## config.mk

```make
export PLATFORM = sky130hd
export DESIGN_NAME = nand_page_ecc
export DESIGN_NICKNAME = d
export VERILOG_FILES = /design/src/rtl/ecc_pkg.sv /design/src/rtl/ecc_chunk_accum.sv /design/src/rtl/ecc_result_publish.sv /design/src/rtl/nand_page_ecc.sv
export SDC_FILE = /design/constraint.sdc
export NUM_CORES = 1
export LEC_CHECK = 0
export BUFFER_PORTS_ARGS = -buffer_cell sky130_fd_sc_hd__buf_2
export CORE_MARGIN = 2
export CORE_UTILIZATION = 62
export CTS_CLUSTER_SIZE = 20
export DETAILED_ROUTE_END_ITERATION = 10
export PLACE_DENSITY_LB_ADDON = 0.1
export SLEW_MARGIN = 30
export SYNTH_ARGS = -nofsm -noshare
export SYNTH_HDL_FRONTEND = slang
export SYNTH_SLANG_ARGS = --single-unit
```

## constraint.sdc

```tcl
create_clock -name clk -period 9.9 [get_ports clk]
set_clock_uncertainty 0.05 [all_clocks]
set_input_delay 0.495 -clock clk [delete_from_list [all_inputs] [get_ports clk]]
set_output_delay 0.495 -clock clk [all_outputs]
set_load 0.02 [all_outputs]
```

## src/rtl/ecc_pkg.sv

```systemverilog
package ecc_pkg;

    localparam int DEF_CHUNK_BYTES = 512;
    localparam int DEF_MAX_CHUNKS  = 4;
    localparam int DEF_DATA_W      = 8;
    localparam int DEF_WORD_W      = 32;
    localparam int DEF_VALID_BIT   = 30;

    localparam logic [1:0] SEL_ONE_CHUNK  = 2'd1;
    localparam logic [1:0] SEL_TWO_CHUNK  = 2'd2;
    localparam logic [1:0] SEL_FOUR_CHUNK = 2'd3;

    typedef enum logic {
        PUB_IDLE = 1'b0,
        PUB_RUN  = 1'b1
    } pub_state_e;

    typedef struct packed {
        logic       take;
        logic       start;
        logic       done;
    } beat_ctl_t;

    function automatic int chunks_for_sel(input logic [1:0] sel, input int max_chunks);
        int n;
        case (sel)
            SEL_FOUR_CHUNK: n = 4;
            SEL_TWO_CHUNK:  n = 2;
            default:        n = 1;
        endcase
        if (n > max_chunks) n = max_chunks;
        return n;
    endfunction

endpackage

```

## src/rtl/ecc_chunk_accum.sv

```systemverilog
module ecc_chunk_accum
    import ecc_pkg::*;
#(
    parameter int CHUNK_BYTES = DEF_CHUNK_BYTES,
    parameter int MAX_CHUNKS  = DEF_MAX_CHUNKS,
    parameter int DATA_W      = DEF_DATA_W,
    localparam int IDX_W      = $clog2(CHUNK_BYTES),
    localparam int BIT_W      = $clog2(DATA_W),
    localparam int HALF_W     = IDX_W + BIT_W,
    localparam int CODE_W     = 2 * HALF_W,
    localparam int CHK_W      = $clog2(MAX_CHUNKS),
    localparam int CNT_W      = IDX_W + CHK_W + 1
) (
    input  logic                         clk,
    input  logic                         rst,
    input  logic                         accept_i,
    input  logic                         last_i,
    input  logic [DATA_W-1:0]            data_i,
    input  logic [1:0]                   size_sel_i,
    output logic                         page_start_o,
    output logic                         page_done_o,
    output logic [MAX_CHUNKS*CODE_W-1:0] stage_code_o,
    output logic [MAX_CHUNKS-1:0]        stage_valid_o
);

    logic                in_page_q;
    logic [CNT_W-1:0]    cnt_q;
    logic [CNT_W-1:0]    limit_q;
    logic [CODE_W-1:0]   acc_q;
    logic [CODE_W-1:0]   stage_q [MAX_CHUNKS];
    logic [MAX_CHUNKS-1:0] stage_valid_q;

    beat_ctl_t           ctl;
    logic [CNT_W-1:0]    cur_limit;
    logic [CNT_W-1:0]    cnt_base;
    logic [CODE_W-1:0]   acc_base;
    logic [CODE_W-1:0]   acc_next;
    logic [IDX_W-1:0]    idx;
    logic [CHK_W-1:0]    chunk;
    logic                chunk_end;
    logic [HALF_W-1:0]   odd_x;
    logic [HALF_W-1:0]   even_x;

    function automatic logic [CNT_W-1:0] limit_of(input logic [1:0] sel);
        return CNT_W'(chunks_for_sel(sel, MAX_CHUNKS) * CHUNK_BYTES);
    endfunction

    always_comb begin
        ctl.start = accept_i && !in_page_q;
        ctl.done  = accept_i && last_i;
        cur_limit = ctl.start ? limit_of(size_sel_i) : limit_q;
        cnt_base  = ctl.start ? '0 : cnt_q;
        acc_base  = ctl.start ? '0 : acc_q;
        ctl.take  = accept_i && (cnt_base < cur_limit);
        idx       = cnt_base[IDX_W-1:0];
        chunk     = cnt_base[IDX_W +: CHK_W];
        chunk_end = ctl.take && (idx == IDX_W'(CHUNK_BYTES - 1));
    end

    // Line/column parity contribution of one byte
    always_comb begin
        logic [HALF_W-1:0] pos;
        odd_x  = '0;
        even_x = '0;
        for (int b = 0; b < DATA_W; b++) begin
            pos = {idx, BIT_W'(b)};
            if (data_i[b]) begin
                odd_x  = odd_x ^ pos;
                even_x = even_x ^ ~pos;
            end
        end
        acc_next = acc_base ^ {even_x, odd_x};
    end

    always_ff @(posedge clk) begin
        if (rst) begin
            in_page_q     <= 1'b0;
            cnt_q         <= '0;
            limit_q       <= '0;
            acc_q         <= '0;
            stage_valid_q <= '0;
            for (int k = 0; k < MAX_CHUNKS; k++) stage_q[k] <= '0;
        end else begin
            if (ctl.start) begin
                limit_q       <= cur_limit;
                stage_valid_q <= '0;
                for (int k = 0; k < MAX_CHUNKS; k++) stage_q[k] <= '0;
            end
            if (accept_i) in_page_q <= !last_i;
            if (ctl.take) begin
                cnt_q <= cnt_base + 1'b1;
                acc_q <= chunk_end ? '0 : acc_next;
                if (chunk_end) begin
                    stage_q[chunk]       <= acc_next;
                    stage_valid_q[chunk] <= 1'b1;
                end
            end else if (ctl.start) begin
                cnt_q <= '0;
                acc_q <= '0;
            end
        end
    end

    assign page_start_o  = ctl.start;
    assign page_done_o   = ctl.done;
    assign stage_valid_o = stage_valid_q;

    for (genvar k = 0; k < MAX_CHUNKS; k++) begin : g_flat
        assign stage_code_o[k*CODE_W +: CODE_W] = stage_q[k];


        chunk_full_chk: assert property (@(posedge clk) disable iff (rst)
            stage_valid_q[k] |-> (cnt_q >= CNT_W'((k + 1) * CHUNK_BYTES)));
    end


    cnt_bound_chk: assert property (@(posedge clk) disable iff (rst)
        in_page_q |-> (cnt_q <= limit_q));

endmodule

```

## src/rtl/ecc_result_publish.sv

```systemverilog
module ecc_result_publish
    import ecc_pkg::*;
#(
    parameter int MAX_CHUNKS = DEF_MAX_CHUNKS,
    parameter int CODE_W     = 24,
    parameter int WORD_W     = DEF_WORD_W,
    parameter int VALID_BIT  = DEF_VALID_BIT,
    localparam int CHK_W     = $clog2(MAX_CHUNKS)
) (
    input  logic                         clk,
    input  logic                         rst,
    input  logic                         page_start_i,
    input  logic                         page_done_i,
    input  logic [MAX_CHUNKS*CODE_W-1:0] stage_code_i,
    input  logic [MAX_CHUNKS-1:0]        stage_valid_i,
    output logic [MAX_CHUNKS*WORD_W-1:0] words_o,
    output logic                         busy_o
);

    pub_state_e          state_q;
    logic [CHK_W-1:0]    ptr_q;
    logic [WORD_W-1:0]   words_q [MAX_CHUNKS];
    logic [WORD_W-1:0]   packed_word;

    always_comb begin
        packed_word            = '0;
        packed_word[CODE_W-1:0] = stage_code_i[ptr_q*CODE_W +: CODE_W];
        packed_word[VALID_BIT] = stage_valid_i[ptr_q];
    end

    always_ff @(posedge clk) begin
        if (rst) begin
            state_q <= PUB_IDLE;
            ptr_q   <= '0;
            for (int k = 0; k < MAX_CHUNKS; k++) words_q[k] <= '0;
        end else begin
            if (page_start_i) begin
                for (int k = 0; k < MAX_CHUNKS; k++) words_q[k] <= '0;
            end
            if (page_done_i) begin
                state_q <= PUB_RUN;
                ptr_q   <= '0;
            end else if (state_q == PUB_RUN) begin
                words_q[ptr_q] <= packed_word;
                ptr_q          <= ptr_q + 1'b1;
                if (ptr_q == CHK_W'(MAX_CHUNKS - 1)) state_q <= PUB_IDLE;
            end
        end
    end

    assign busy_o = (state_q == PUB_RUN);

    for (genvar k = 0; k < MAX_CHUNKS; k++) begin : g_out
        assign words_o[k*WORD_W +: WORD_W] = words_q[k];
    end


    done_to_busy_chk: assert property (@(posedge clk) disable iff (rst)
        page_done_i |=> busy_o);


    busy_end_chk: assert property (@(posedge clk) disable iff (rst)
        $fell(busy_o) |-> ($past(ptr_q) == CHK_W'(MAX_CHUNKS - 1)));


    start_clears_chk: assert property (@(posedge clk) disable iff (rst)
        page_start_i |=> (words_o == '0));


    no_start_while_busy_chk: assert property (@(posedge clk) disable iff (rst)
        busy_o |-> !(page_start_i || page_done_i));

endmodule

```

## src/rtl/nand_page_ecc.sv

```systemverilog
module nand_page_ecc
    import ecc_pkg::*;
#(
    parameter int CHUNK_BYTES = DEF_CHUNK_BYTES,
    parameter int MAX_CHUNKS  = DEF_MAX_CHUNKS,
    parameter int DATA_W      = DEF_DATA_W,
    parameter int WORD_W      = DEF_WORD_W,
    parameter int VALID_BIT   = DEF_VALID_BIT,
    localparam int CODE_W     = 2 * ($clog2(CHUNK_BYTES) + $clog2(DATA_W))
) (
    input  logic                         clk,
    input  logic                         rst,
    input  logic [1:0]                   page_size_i,
    input  logic                         byte_valid_i,
    input  logic [DATA_W-1:0]            byte_data_i,
    input  logic                         byte_last_i,
    output logic [MAX_CHUNKS*WORD_W-1:0] ecc_words_o,
    output logic                         busy_o
);

    logic                         accept;
    logic                         page_start;
    logic                         page_done;
    logic [MAX_CHUNKS*CODE_W-1:0] stage_code;
    logic [MAX_CHUNKS-1:0]        stage_valid;

    assign accept = byte_valid_i && !busy_o;

    ecc_chunk_accum #(
        .CHUNK_BYTES (CHUNK_BYTES),
        .MAX_CHUNKS  (MAX_CHUNKS),
        .DATA_W      (DATA_W)
    ) u_accum (
        .clk           (clk),
        .rst           (rst),
        .accept_i      (accept),
        .last_i        (byte_last_i),
        .data_i        (byte_data_i),
        .size_sel_i    (page_size_i),
        .page_start_o  (page_start),
        .page_done_o   (page_done),
        .stage_code_o  (stage_code),
        .stage_valid_o (stage_valid)
    );

    ecc_result_publish #(
        .MAX_CHUNKS (MAX_CHUNKS),
        .CODE_W     (CODE_W),
        .WORD_W     (WORD_W),
        .VALID_BIT  (VALID_BIT)
    ) u_publish (
        .clk           (clk),
        .rst           (rst),
        .page_start_i  (page_start),
        .page_done_i   (page_done),
        .stage_code_i  (stage_code),
        .stage_valid_i (stage_valid),
        .words_o       (ecc_words_o),
        .busy_o        (busy_o)
    );

endmodule

```

# Word level (Yosys, flattened, before mapping)
# Memory sizes are Yosys's and may differ from the RTL's.
# Index checks and enable logic that the tools add are counted.
[classes]
n_eq_ne = 4
shifts = 1
addsub = 2
reduce_logical = 12
order_cmp = 5
bitwise_logic = 32
n_mul = 1
mux = 62
[op_table]
columns = ["op", "count"]
rows = [
  ["$mux 12", 19],
  ["$mux 24", 8],
  ["$xor 12x12->12", 14],
  ["$mux 25", 5],
  ["$not 12->12", 8],
  ["$shiftx 96x8->24", 1],
  ["$reduce_or 25->1", 1],
  ["$reduce_or 24->1", 1],
  ["$xor 24x24->24", 1],
  ["$mux 1", 20],
  ["$mux 4", 4],
  ["$add 12x1->12 const B", 1],
  ["$lt 12x12->1", 1],
  ["$eq 9x9->1 const B", 1],
  ["$or 1x1->1", 8],
  ["$eq 2x2->1 const B", 3],
  ["$logic_and 1x1->1", 6],
  ["$lt 2x3->1 const B", 2],
  ["$pmux 3 s2", 1],
  ["$mul 2x2->4 const B", 1],
  ["$mux 2", 2],
  ["$or 4x4->4", 1],
  ["$gt 3x3->1 const B", 1],
  ["$logic_not 1->1", 3],
  ["6 further kinds", 6],
]
[totals]
register_bits = 56
inputBits = 14
memories = 2
mem_bits_rw = 196
[memory_table]
columns = ["memory", "depth", "width", "rd", "rd_clocked_by_memory_dff", "write_ports", "line", "source"]
rows = [
  ["u_publish.words_q", 4, 25, 4, 0, 4, "ecc_result_publish.sv:22", "logic [WORD_W-1:0] words_q [MAX_CHUNKS];"],
  ["u_accum.stage_q", 4, 24, 4, 0, 4, "ecc_chunk_accum.sv:30", "logic [CODE_W-1:0] stage_q [MAX_CHUNKS];"],
]

# Logic depth before layout (Yosys ltp)
# Gate-level depths: netlist of run 1.
[logic_depth]
ltp_word = 23
ltp_mapped = 17
ltp_nobuf = 10

# Hierarchy
# From an unflattened synthesis of run 1, not the netlist that was laid out.
[unflattened]
hier_cells = 881
area_unflattened_um2 = 11288.3
[modules_own_cells]
columns = ["module", "area_each_um2", "cells_each", "seq_area_each_um2", "n_inst"]
rows = [
  ["ecc_chunk_accum", 6506.2, 587, 3943.8, 1],
  ["ecc_result_publish", 4768.3, 293, 3062.9, 1],
  ["nand_page_ecc", 13.8, 1, 0.0, 1],
]

# Worst setup path before layout of run 1
# OpenSTA, ideal clock, no wires.
[synth_path]
path_type = "reg2reg"
startpoint = "reg u_publish.state_q, in the netlist u_publish.busy_o"
endpoint = "mem u_accum.stage_q[1][0], enable pin"
path_stages_with_launch = 16
setup_slack_ns = 5.466
setup_ns = 0.425
t_arrival_ns = 3.959
cell_sequence = "dfxtp_1 buf_6 or3b_4 clkbuf_1 clkbuf_1 clkbuf_1 nor3b_1 a21oi_1 ha_1 and4_1 o211ai_4 a2111oi_4 nor4b_4 nand3b_2 buf_2 nand2_1"
[synth_rtl]
columns = ["item", "line", "source"]
rows = [
  ["from (decl)", "ecc_result_publish.sv:20", "pub_state_e state_q;"],
  ["from (signal assigned)", "ecc_result_publish.sv:33", "state_q <= PUB_IDLE;"],
  ["from (signal assigned)", "ecc_result_publish.sv:41", "state_q <= PUB_RUN;"],
  ["from (signal assigned)", "ecc_result_publish.sv:46", "if (ptr_q == CHK_W'(MAX_CHUNKS - 1)) state_q <= PUB_IDLE;"],
  ["to (decl)", "ecc_chunk_accum.sv:30", ""],
]

==> results of run 1 <==
-- synth_stat cells, types with 2 or more instances --
library cell | count | area [um2]
nand4_1 | 4 | 25.0
buf_6 | 4 | 45.0
nand3b_2 | 2 | 22.5
nand2b_1 | 4 | 25.0
o211ai_4 | 2 | 42.5
a21o_1 | 2 | 15.0
o21ai_0 | 14 | 70.1
clkbuf_1 | 47 | 176
nor2b_1 | 2 | 12.5
nor2_1 | 120 | 450
ha_1 | 14 | 175
buf_4 | 28 | 210
or4_1 | 2 | 15.0
nor4_1 | 4 | 25.0
or3_1 | 5 | 31.3
a221o_1 | 5 | 50.1
nand4b_1 | 2 | 17.5
buf_2 | 11 | 55.1
edfxtp_1 | 196 | 5890
inv_1 | 13 | 48.8
nand3_1 | 23 | 115
xor2_1 | 10 | 87.6
xnor2_1 | 34 | 298
a21oi_1 | 14 | 70.1
a31oi_1 | 3 | 18.8
o311ai_0 | 3 | 26.3
nor3_1 | 4 | 20.0
o41ai_1 | 9 | 78.8
and2_1 | 6 | 37.5
buf_1 | 4 | 15.0
nand2_1 | 73 | 274
and3_1 | 116 | 726
dfxtp_1 | 56 | 1120
mux4_2 | 25 | 563
nor3b_1 | 11 | 82.6
a32oi_1 | 9 | 78.8
-- registers in the layout (all words and copies together) (netlist names) --
register	cells
u_accum.acc_q	24
u_accum.cnt_q	12
u_accum.in_page_q	1
u_accum.limit_q	12
u_accum.stage_q	96
u_accum.stage_valid_o	4
u_publish.busy_o	1
u_publish.ptr_q	2
u_publish.words_q	100
-- through the flow --
| step | instances | setup slack, ps | utilization, % |
|---|---|---|---|
| floorplan | 933 | 5470 | - |
| global placement | 1187 | 4790 | 65.9 |
| detailed placement | 1187 | 4650 | 65.9 |
| CTS | 1234 | 4720 | 70.4 |
| global route | 1234 | 4290 | 70.5 |
| finish | 1234 | 4770 | 70.5 |
-- kinds of logic (layout without fill, tap and decap cells) --
family | count (synthesis) | count (layout) | share of synthesized area [%]
AOI/OAI and AO/OA | 74 | 74 | 5.27
xor gates and xnor gates | 44 | 44 | 3.42
adders and majority gates | 14 | 14 | 1.55
buffers and inverters | 107 | 179 | 4.88
DFF | 252 | 252 | 62.1
muxes | 26 | 26 | 5.09
other | 1 | 28 | 0.0332
and+or+nand+nor | 388 | 388 | 17.7
-- per-layer routing --
metal,wire (um),vias to the layer above
met1,10100,3554
met4,579,0
met5,0,-
met2,11100,305
li1,-,3411
met3,1800,52
-- worst max path at each step --
stage,endpoint
floorplan,u_accum.stage_q[1][0]
global placement,u_accum.stage_q[3][9]
detailed placement,u_accum.stage_q[3][9]
CTS,u_accum.stage_q[3][15]
global route,u_accum.stage_q[1][3]
finish,u_accum.stage_q[1][17]
-- report_power, final --
part | leakage (nW) | internal, W | switching [W]
logic | 2.28 | 0.0000886 | 0.000224
registers | 2.57 | 0.00120 | 0.0000296
clock network | 0.384 | 0.000524 | 0.000387
-- worst reg2reg max path, stage by stage, from the launching register on --
cell	delay, ps
dfxtp_1	570
or3b_4	670
nand2_1	260
inv_1	150
nand4_1	180
nor2_1	160
ha_1	700
nor4b_4	530
nand3b_2	520
nand2_1	940
-- area by class of cell --
cell class              count  area, um2  share of cell area, %
multi-input cells         574       3860                   30.6
inverters                  13       48.8                  0.387
clock buffers              34        702                   5.57
repair buffers            119        608                   4.82
flip-flops and latches    252       7010                   55.6
well taps                 229        287                   2.27
clock inverters            13       91.3                  0.724
==> impl_results.md, run 1 <==
- Worst path most repeated cell: nand2_1
- Post-synth EDFFs: about 200
- TritonCTS clock tree: built
- R2R Setup Slk: ~4800 ps
- Post-synthesis sequential area ratio: 62.1%
- Routed vias/inst: 5.93
- Placed Instance Area: 11,800 um2
- Top_reg_cell synth: edfxtp_1
- Post-synthesis cell count: 906
- Critical Path Fanout Max: 66
- Die footprint: roughly 19,000 um2
- Clk sinks: 252
- Mapped Area: between 10,000 and 15,000 um2
- Setup CP Type: reg2reg
- Met1 usage: 34.3%
- Reg2reg end: u_accum.stage_q[1][17]
- Drt first-iter violations: 637
- Pwr dens: between 150 and 200 nW/um2
- Critical path's slowest cell: nand2_1
- Startpoint types: flop
- Setup bufs post-CTS: 0
- Antenna Nets Post-Route: 0
- Grt total ovfl: 0
- Clock buffer depth: 3
- Max_slew headroom: 34.5%
- FFs w/ async S/R, synth: 0%
- Largest net degree at the start of global routing: 105
- Critical Path Start: u_publish.busy_o
- Number of buffers created by CTS: 26
- Fin area: between 10,000 and 15,000 um2
- Peak Freq: 195 MHz
- Final setup viols: 0
- Final hold vios: 0
- FF-to-FF path depth: 9
- Core area: 17,900 um2
- Crit-path cells: or3b_4 -> nand2_1 -> inv_1 -> nand4_1 -> nor2_1 -> ha_1 -> nor4b_4 -> nand3b_2 -> nand2_1
- Max-cap check violation count: 0
- Die W: around 140 um
- Post-cts resize count: 0
- CP Depth: 9
- Max stage delay on crit path: 930 ps
- Vias: 7,322
- P_leak: 5.24 nW
- Share of layout cells above drive strength 1: 20.6%
- Area growth, synth to finish: 11.8%
- Pwr Total: between 0.002 and 0.0025 W
- Most Crowded Layer GR: met2
- Site Rows: 49
- Synth warn: 0
- Initial antenna violation count: 0
- Worst Hold Class: in2reg
- Hold Crit Start: page_size_i[1]
- H-tree lvl count: 1
- Hold EP: u_accum.limit_q[9]
- WL final: ~24,000 um
- RSZ-0062 raised after global routing: false
- Clock Pin Slew Worst Setup and Hold Paths: 60 ps
- Worst R2R Start: u_publish.busy_o
- First drt pass iteration count: 5
- Fin crit share: around half
- Cell family with most CP delay: simple AND/OR/NAND/NOR gates
- GR Util met3: a little under 4%
- Final-report max-slew violation count: 0
- Worst Tran Pin Value: 980 ps
- Avg Cell Area, Syn: ~12 um2
- # DRC: 0
- Seq cells post-synth: about 250
- Status: completed
- N_diodes: 0
- Die H: 139 um
- Routability cong.: approximately 0.81
- Hold buffers post-CTS: 0
- Total Nets Final: 1,014
- PortBufs: 114
- Hold_ws: 302 ps
- Most common cell after layout, fill and taps aside: edfxtp_1
- Worst Path Buf+Inv: 1
- Critical Path RT: about 10000 ps
- Most frequent cells in the layout: edfxtp_1 (196), nor2_1 (120), and3_1 (116), buf_2 (114), nand2_1 (67)
- Hold Crit Depth: 4
- Routing usage on met2: between 30% and 40%
- Initial Utilization: 63.0%
- First-pass GRT wire length: 37,400 um
- Hpwl dp: 15,500 um
- Vias in the first global route: 6,879
- All-Layer GR Usage: 24.0%
- Maximum vdd drop: 197 uV
- Fillcell total: 1,259
- Num ports: around 140
- Minimum clock period: slightly above 5000 ps
- CP endpoint kind: flop
- Clock Latency Late Sink: 520 ps
- Worst EP arrival: 5230 ps
- Setup TNS: 0 ps
- Avg WL per Cell: 19.1 um
- Unique masters post-synth: approximately 60
- Root Driver: clkbuf_16
No activity file was read; power rests on OpenSTA's default activity.
==> run 2, diff against run 1 <==
ABC_AREA = 1   (was default)
CORE_UTILIZATION = 58   (was 62)
clock period = 5.2 ns   (was 9.9 ns; I/O delays follow)
==> run 2 against run 1 <==
  * Cell count grew 24%
  * Largest cell class unchanged
  * Largest power group unchanged
  * Critical path type unchanged
  * Combinational power grew 91%
  * Sequential share of layout area shrank 1.2 points
  * Total power grew 98%
  * Area after synthesis grew 0.84%
==> impl_results.md, run 2 <==
- Top_reg_cell synth: edfxtp_1
- Critical Path Fanout Max: 52
- WL final: 24,900 um
- Clock network power share: 39.7%
- All-Layer GR Usage: a little under a quarter
- Adder-cell share of the synthesized area: 1.54%
- Final hold vios: 0
- Minimum clock period: 4120 ps
- Critical path's slowest cell: nand3_4
- Initial Utilization: 58.8%
- Avg Cell Area, Syn: 9.86 um2
- Routability cong.: about 0.90
- Largest net degree at the start of global routing: 54
- P_leak: roughly 5.5 nW
- TritonCTS clock tree: built
- Synth area leader: edfxtp_1
- Pwr dens: 378 nW/um2
- Worst EP arrival: approximately 4300 ps
- Mapped Area: about 11,000 um2
- Cell Int Power: 0.00363 W
- Die W: 144 um
- Worst path most repeated cell: nand3_4
- Post-synth EDFFs: 196
- Seq cells post-synth: 252
- Pre-CTS setup slack: 1060 ps
- Final setup viols: 0
- First-pass GRT wire length: around 39,000 um
- Area growth, synth to finish: 13.3%
- Post-cts resize count: 0
- Synth warn: 0
- Clock buffer depth: 3
- Vias: 8,205
- Setup TNS: 0 ps
- Fin crit share: 79.3%
- Die H: 144 um
- First drt pass iteration count: 5
- Sw Ratio: 25.5%
- Drt first-iter violations: approximately 700
- Number of flip-flops in the largest register: 100
- Number of buffers created by CTS: 25
- Setup CP Type: reg2reg
- Post-synthesis sequential area ratio: about three fifths
- Core area: 19,300 um2
- Vias in the first global route: about 7,400
- Initial antenna violation count: 1
- Clk sinks: approximately 250
- RSZ-0062 raised after global routing: false
- Status: completed
- Most frequent cells in the layout: nand2_1 (253), nor2_1 (229), edfxtp_1 (196), buf_2 (114), inv_1 (88)
- Post-synthesis cell count: 1,154
- FFs w/ async S/R, synth: 0%
- Grt total ovfl: 0
- Critical Path RT: 5380 ps
- Largest family of logic cells by synthesized area: simple AND/OR/NAND/NOR gates
- Final-report max-slew violation count: 0
- Post-route setup slack: between 1000 and 1500 ps
- Most frequent cells after synthesis: nand2_1 (259), nor2_1 (229), edfxtp_1 (196), inv_1 (88), a21oi_1 (65)
- Seq pwr share: a little under half
- Largest reg by FF count: u_publish.words_q
- H-tree lvl count: 1
- Unique masters post-synth: 32
- CP endpoint kind: flop
- Post-synthesis compound-gate area fraction: 5.62%
- Startpoint types: flop
- Combinational share of power: 12.3%
- Share of layout cells above drive strength 1: 15.0%
- Worst Tran Pin Value: 925 ps
- Hpwl dp: ~17,000 um
- Post-Synth XOR/XNOR Area: between 1.5 and 2%
- Clock Pin Slew Worst Setup and Hold Paths: 60 ps
- Most common cell after layout, fill and taps aside: nand2_1
- Area fraction of the dominant cell type after synthesis: 51.7%
- Num ports: around 140
- Mux share of post-synthesis cell area: 0%
- Root Driver: clkbuf_16
- Site Rows: 51
- Antenna Nets Post-Route: 0
- Peak Freq: 242 MHz
- PortBufs: 114
- Total Nets Final: 1,281
- Die footprint: between 20,000 and 25,000 um2
- Crit-path cells: inv_2 -> nand3_4 -> nand2_2 -> inv_1 -> ha_1 -> a21oi_1 -> nor2_1 -> a211oi_1 -> nand3_4 -> nor2_8 -> nand4_4 -> nand2_1 -> buf_4
- # DRC: 0
- N_diodes: 0
- Top Registers: u_publish.words_q (100), u_accum.stage_q (96), u_accum.acc_q (24)
- Sw power: 0.00124 W
- Avg WL per Cell: 16.2 um
- Worst Hold Class: in2reg
- Max-cap check violation count: 0
- Maximum vdd drop: ~290 uV
- Clock Latency Late Sink: 540 ps
- Max_slew headroom: 38.3%
- Ranking of synthesized cells by area: edfxtp_1 (52%), dfxtp_1 (9.9%), nand2_1 (8.5%), nor2_1 (7.6%), inv_1 (2.9%)
- Count leader, synth: nand2_1
- Routed vias/inst: 5.35
- Max stage delay on crit path: 470 ps
- Post-Synth Simple-Gate Area: 21.8%
==> run 2: cell count changes in the layout (fill, tap and decap cells not counted), sizes merged, moves of 9 or more <==
cell | before | now
nor2 | 121 | 236
nor3b | 12 | 0
mux4 | 25 | 0
inv | 13 | 93
and3 | 116 | 0
nand4 | 4 | 49
xnor2 | 34 | 8
o41ai | 9 | 0
buf | 119 | 131
a32o | 1 | 25
a21oi | 14 | 65
nand2 | 74 | 262
a32oi | 9 | 0
==> run 2: logic make-up (layout without fill, tap and decap cells) <==
kind of cell | after synthesis | count (layout)
xor+xnor | 22 | 22
fa+ha+maj | 14 | 14
compound gates | 101 | 101
simple gates | 581 | 581
buf+inv | 183 | 272
other cells | 1 | 28
flops | 252 | 252
==> run 2: stage by stage <==
stage | hold slack (ps) | cells | util, % | instance area [um2] | power, W
final | 47.9 | 1535 | 66.6 | 12900 | 0.00487
after global routing | 36.4 | 1535 | 66.6 | 12900 | 0.00503
after CTS | 28.0 | 1535 | 66.6 | 12900 | 0.00488
after detailed placement | 384 | 1490 | 62.0 | 12000 | 0.00297
after global placement | 381 | 1490 | 62.0 | 12000 | 0.00296
after floorplan | 367 | 1181 | - | 11500 | 0.00281
==> run 2: path summary, 6_finish.rpt <==
| path | startpoint | endpoint | slack [ps] | cells past startpoint |
|---|---|---|---|---|
| setup / recovery | u_publish.busy_o | u_accum.stage_q[3][16] | 1080 | 13 |
| hold / removal | byte_last_i | u_publish.busy_o | 50 | 3 |
| setup reg to reg | u_publish.busy_o | u_accum.stage_q[3][16] | 1080 | 13 |
| hold reg to reg | u_accum.limit_q[0] | u_accum.limit_q[0] | 390 | 2 |
==> run 2: layout make-up <==
type / instances / area (um2)
Inverter: 96 / 360
Timing Repair Buffer: 132 / 708
Tap cell: 265 / 332
Multi-Input combinational cell: 746 / 3600
Fill cell: 1546 / 6450
Sequential cell: 252 / 7010
Clock buffer: 29 / 641
Clock inverter: 15 / 235
==> run 2: power by group through the flow <==
stage	Combinational (W)	Sequential, W	Clock [W]
final	0.000597	0.00234	0.00193
after global routing	0.000653	0.00235	0.00203
after CTS	0.000597	0.00234	0.00195
after detailed placement	0.000593	0.00238	0
after global placement	0.000585	0.00238	0
after floorplan	0.000359	0.00245	0
==> run 2: layer usage <==
layer / up-vias / global-route usage (%) / wire length (um)
met1: 3872 / 34.2 / 11100
li1: 3983 / - / -
met3: 42 / 3.44 / 1820
met4: 2 / 6.55 / 527
met5: - / 0 / 13
met2: 306 / 37.5 / 11500
==> run 2: critical path, delay by kind of cell (launching register included) <==
family / cells / cell delay, ps
AOI/OAI and AO/OA: 2 / 520
adders and majority gates: 1 / 330
buffers and inverters: 3 / 560
DFF: 1 / 350
and+or+nand+nor: 7 / 1970
==> run 2: timing repair <==
action / in CTS / in global routing
setup buffers: 0 / 0
endpoints found under the setup margin: 0 / 0
hold buffers: 1 / 0
hold endpoints to repair: 1 / 0
==> run 3, diff against run 2 <==
clock period = 4 ns   (was 5.2 ns; I/O delays follow)
==> run 3 against run 2 <==
  * Register-to-register slack worse by 440 ps
  * Cell count up 0.78%
  * Worst setup slack worse by 440 ps
  * Largest cell class unchanged
  * Highest routed layer is now met4
==> impl_results.md, run 3 (synthesis gave the netlist of run 2 again) <==
- Status: completed
- Critical path's slowest cell: a211oi_1
- Grt total ovfl: 0
- Root Driver: clkbuf_16
- Routability cong.: 0.877
- Clock buffer depth: 3
- Num ports: 143
- Die H: 144 um
- Number of flip-flops in the largest register: 100
- TritonCTS clock tree: built
- Initial antenna violation count: 0
- Finished Core Util: 67.0%
- Die W: ~140 um
- Worst EP arrival: 3490 ps
- Site Rows: 51
- Core area: just under 20,000 um2
- Worst Hold Class: in2reg
- Final-report max-slew violation count: 0
- Number of buffers created by CTS: 26
- Area growth, synth to finish: 13.8%
- First drt pass iteration count: 5
- Critical Path RT: 4130 ps
- Sw Ratio: 25.6%
- Antenna Nets Post-Route: 0
- Most common cell after layout, fill and taps aside: nand2_1
- Total Nets Final: 1,292
- Largest reg by FF count: u_publish.words_q
- PortBufs: 114
- Clock network power share: about two fifths
- First-pass GRT wire length: 38,700 um
- Setup TNS: 0 ps
- Hpwl dp: 16,500 um
- Die footprint: 20,800 um2
- Share of layout cells above drive strength 1: 15.7%
- Max stage delay on crit path: roughly 400 ps
- Combinational share of power: between 10% and 20%
- Max_slew headroom: 41.0%
- Pwr Total: 0.00624 W
- Placed insts: 1,499
- Routed vias/inst: approximately 5.3
- Vias in the first global route: ~7,200
- RSZ-0062 raised after global routing: false
- Worst Tran Pin Value: 884 ps
- Sw power: 0.00159 W
- Critical Path Fanout Max: 24
- All-Layer GR Usage: a little under a quarter
- P_leak: 5.57 nW
- Clock Latency Late Sink: 520 ps
- Maximum vdd drop: 385 uV
- Finished Layout Cells: 1,547
- H-tree lvl count: 1
- Crit-path cells: inv_2 -> nand3_4 -> nand2_2 -> inv_1 -> ha_1 -> a21oi_1 -> nor2_1 -> a211oi_1 -> nand3_4 -> nor2_8 -> nand4_4 -> nand2_1 -> buf_4
- CP endpoint kind: flop
- Pwr dens: 482 nW/um2
- Setup CP Type: reg2reg
- Clock Pin Slew Worst Setup and Hold Paths: ~60 ps
- Max-cap check violation count: 0
- WL final: 24,700 um
- Hold_ws: 24.3 ps
- Worst path most repeated cell: nand3_4
- Clk sinks: 252
- N_diodes: 0
- # DRC: 0
- Setup bufs post-CTS: 0
- Drt first-iter violations: 625
- Final hold vios: 0
- Startpoint types: flop
- Largest net degree at the start of global routing: 52
- Avg WL per Cell: 16.0 um
- Top Registers: u_publish.words_q (100), u_accum.stage_q (96), u_accum.acc_q (24)
- Most frequent cells in the layout: nand2_1 (257), nor2_1 (229), edfxtp_1 (196), buf_2 (114), inv_1 (88)
- Seq pwr share: 48.7%
- Cell Int Power: 0.00464 W
- Vias: 8,196
- Initial Utilization: 58.8%
- Fin crit share: 84.0%
- Minimum clock period: about 3400 ps
- Final setup viols: 0
- Peak Freq: between 200 and 300 MHz
run 3: cell count changes in the layout (fill, tap and decap cells not counted), moves of 2 or more:
| cell | previous run | this run |
|---|---|---|
| buf_4 | 17 | 26 |
| clkinv_1 | 10 | 7 |
| clkbuf_16 | 25 | 27 |
| nand2_2 | 9 | 5 |
| bufinv_16 | 6 | 3 |
| clkbuf_8 | 0 | 2 |
| nand2_1 | 253 | 257 |
| clkinv_2 | 1 | 3 |
run 3: power by group through the flow:
stage	clock, W	sequential (W)	combinational [W]
global route	0.00258	0.00305	0.000851
finish	0.00242	0.00304	0.000776
global placement	0	0.00309	0.000759
floorplan	0	0.00318	0.000466
CTS	0.00246	0.00304	0.000775
detailed placement	0	0.00309	0.000770
run 3: final timing paths:
kind,start,to,slack (ps),cells past startpoint
setup reg to reg,u_publish.busy_o,u_accum.stage_q[0][15],640,13
setup / recovery,u_publish.busy_o,u_accum.stage_q[0][15],640,13
hold reg to reg,u_accum.limit_q[0],u_accum.limit_q[0],390,2
hold / removal,page_size_i[1],u_accum.limit_q[9],20,4
run 3: routing by layer:
metal  wire length [um]  global-route usage [%]
met1              11000                    34.7
met5                  0                       0
met2              11400                    37.8
met3               2040                    3.48
met4                369                    5.11
run 3: layout make-up:
cell class	count	area [um2]
clock inverter	13	149
fill	1517	6390
tap	265	332
sequential	252	7010
clock buffer	33	718
inverter	96	360
multi-input combinational	746	3590
timing repair buffer	142	786
run 3: what timing repair did:
item / 4_1_cts / 5_1_grt
hold buffers: 2 / 0
gates resized for setup: 0 / 0
hold endpoints to repair: 3 / 0
run 3: critical path: cells and delay by family (launching register included):
kind	cells	cell delay [ps]
buffers and inverters	3	610
adders and majority gates	1	320
DFF	1	350
AOI/OAI and AO/OA	2	530
and+or+nand+nor	7	1150
run 3: stage by stage:
stage	area, um2	setup slack, ps
floorplan	11500	86.9
detailed placement	12100	633
CTS	12900	601
global route	12900	358
finish	12900	638
global placement	12100	674
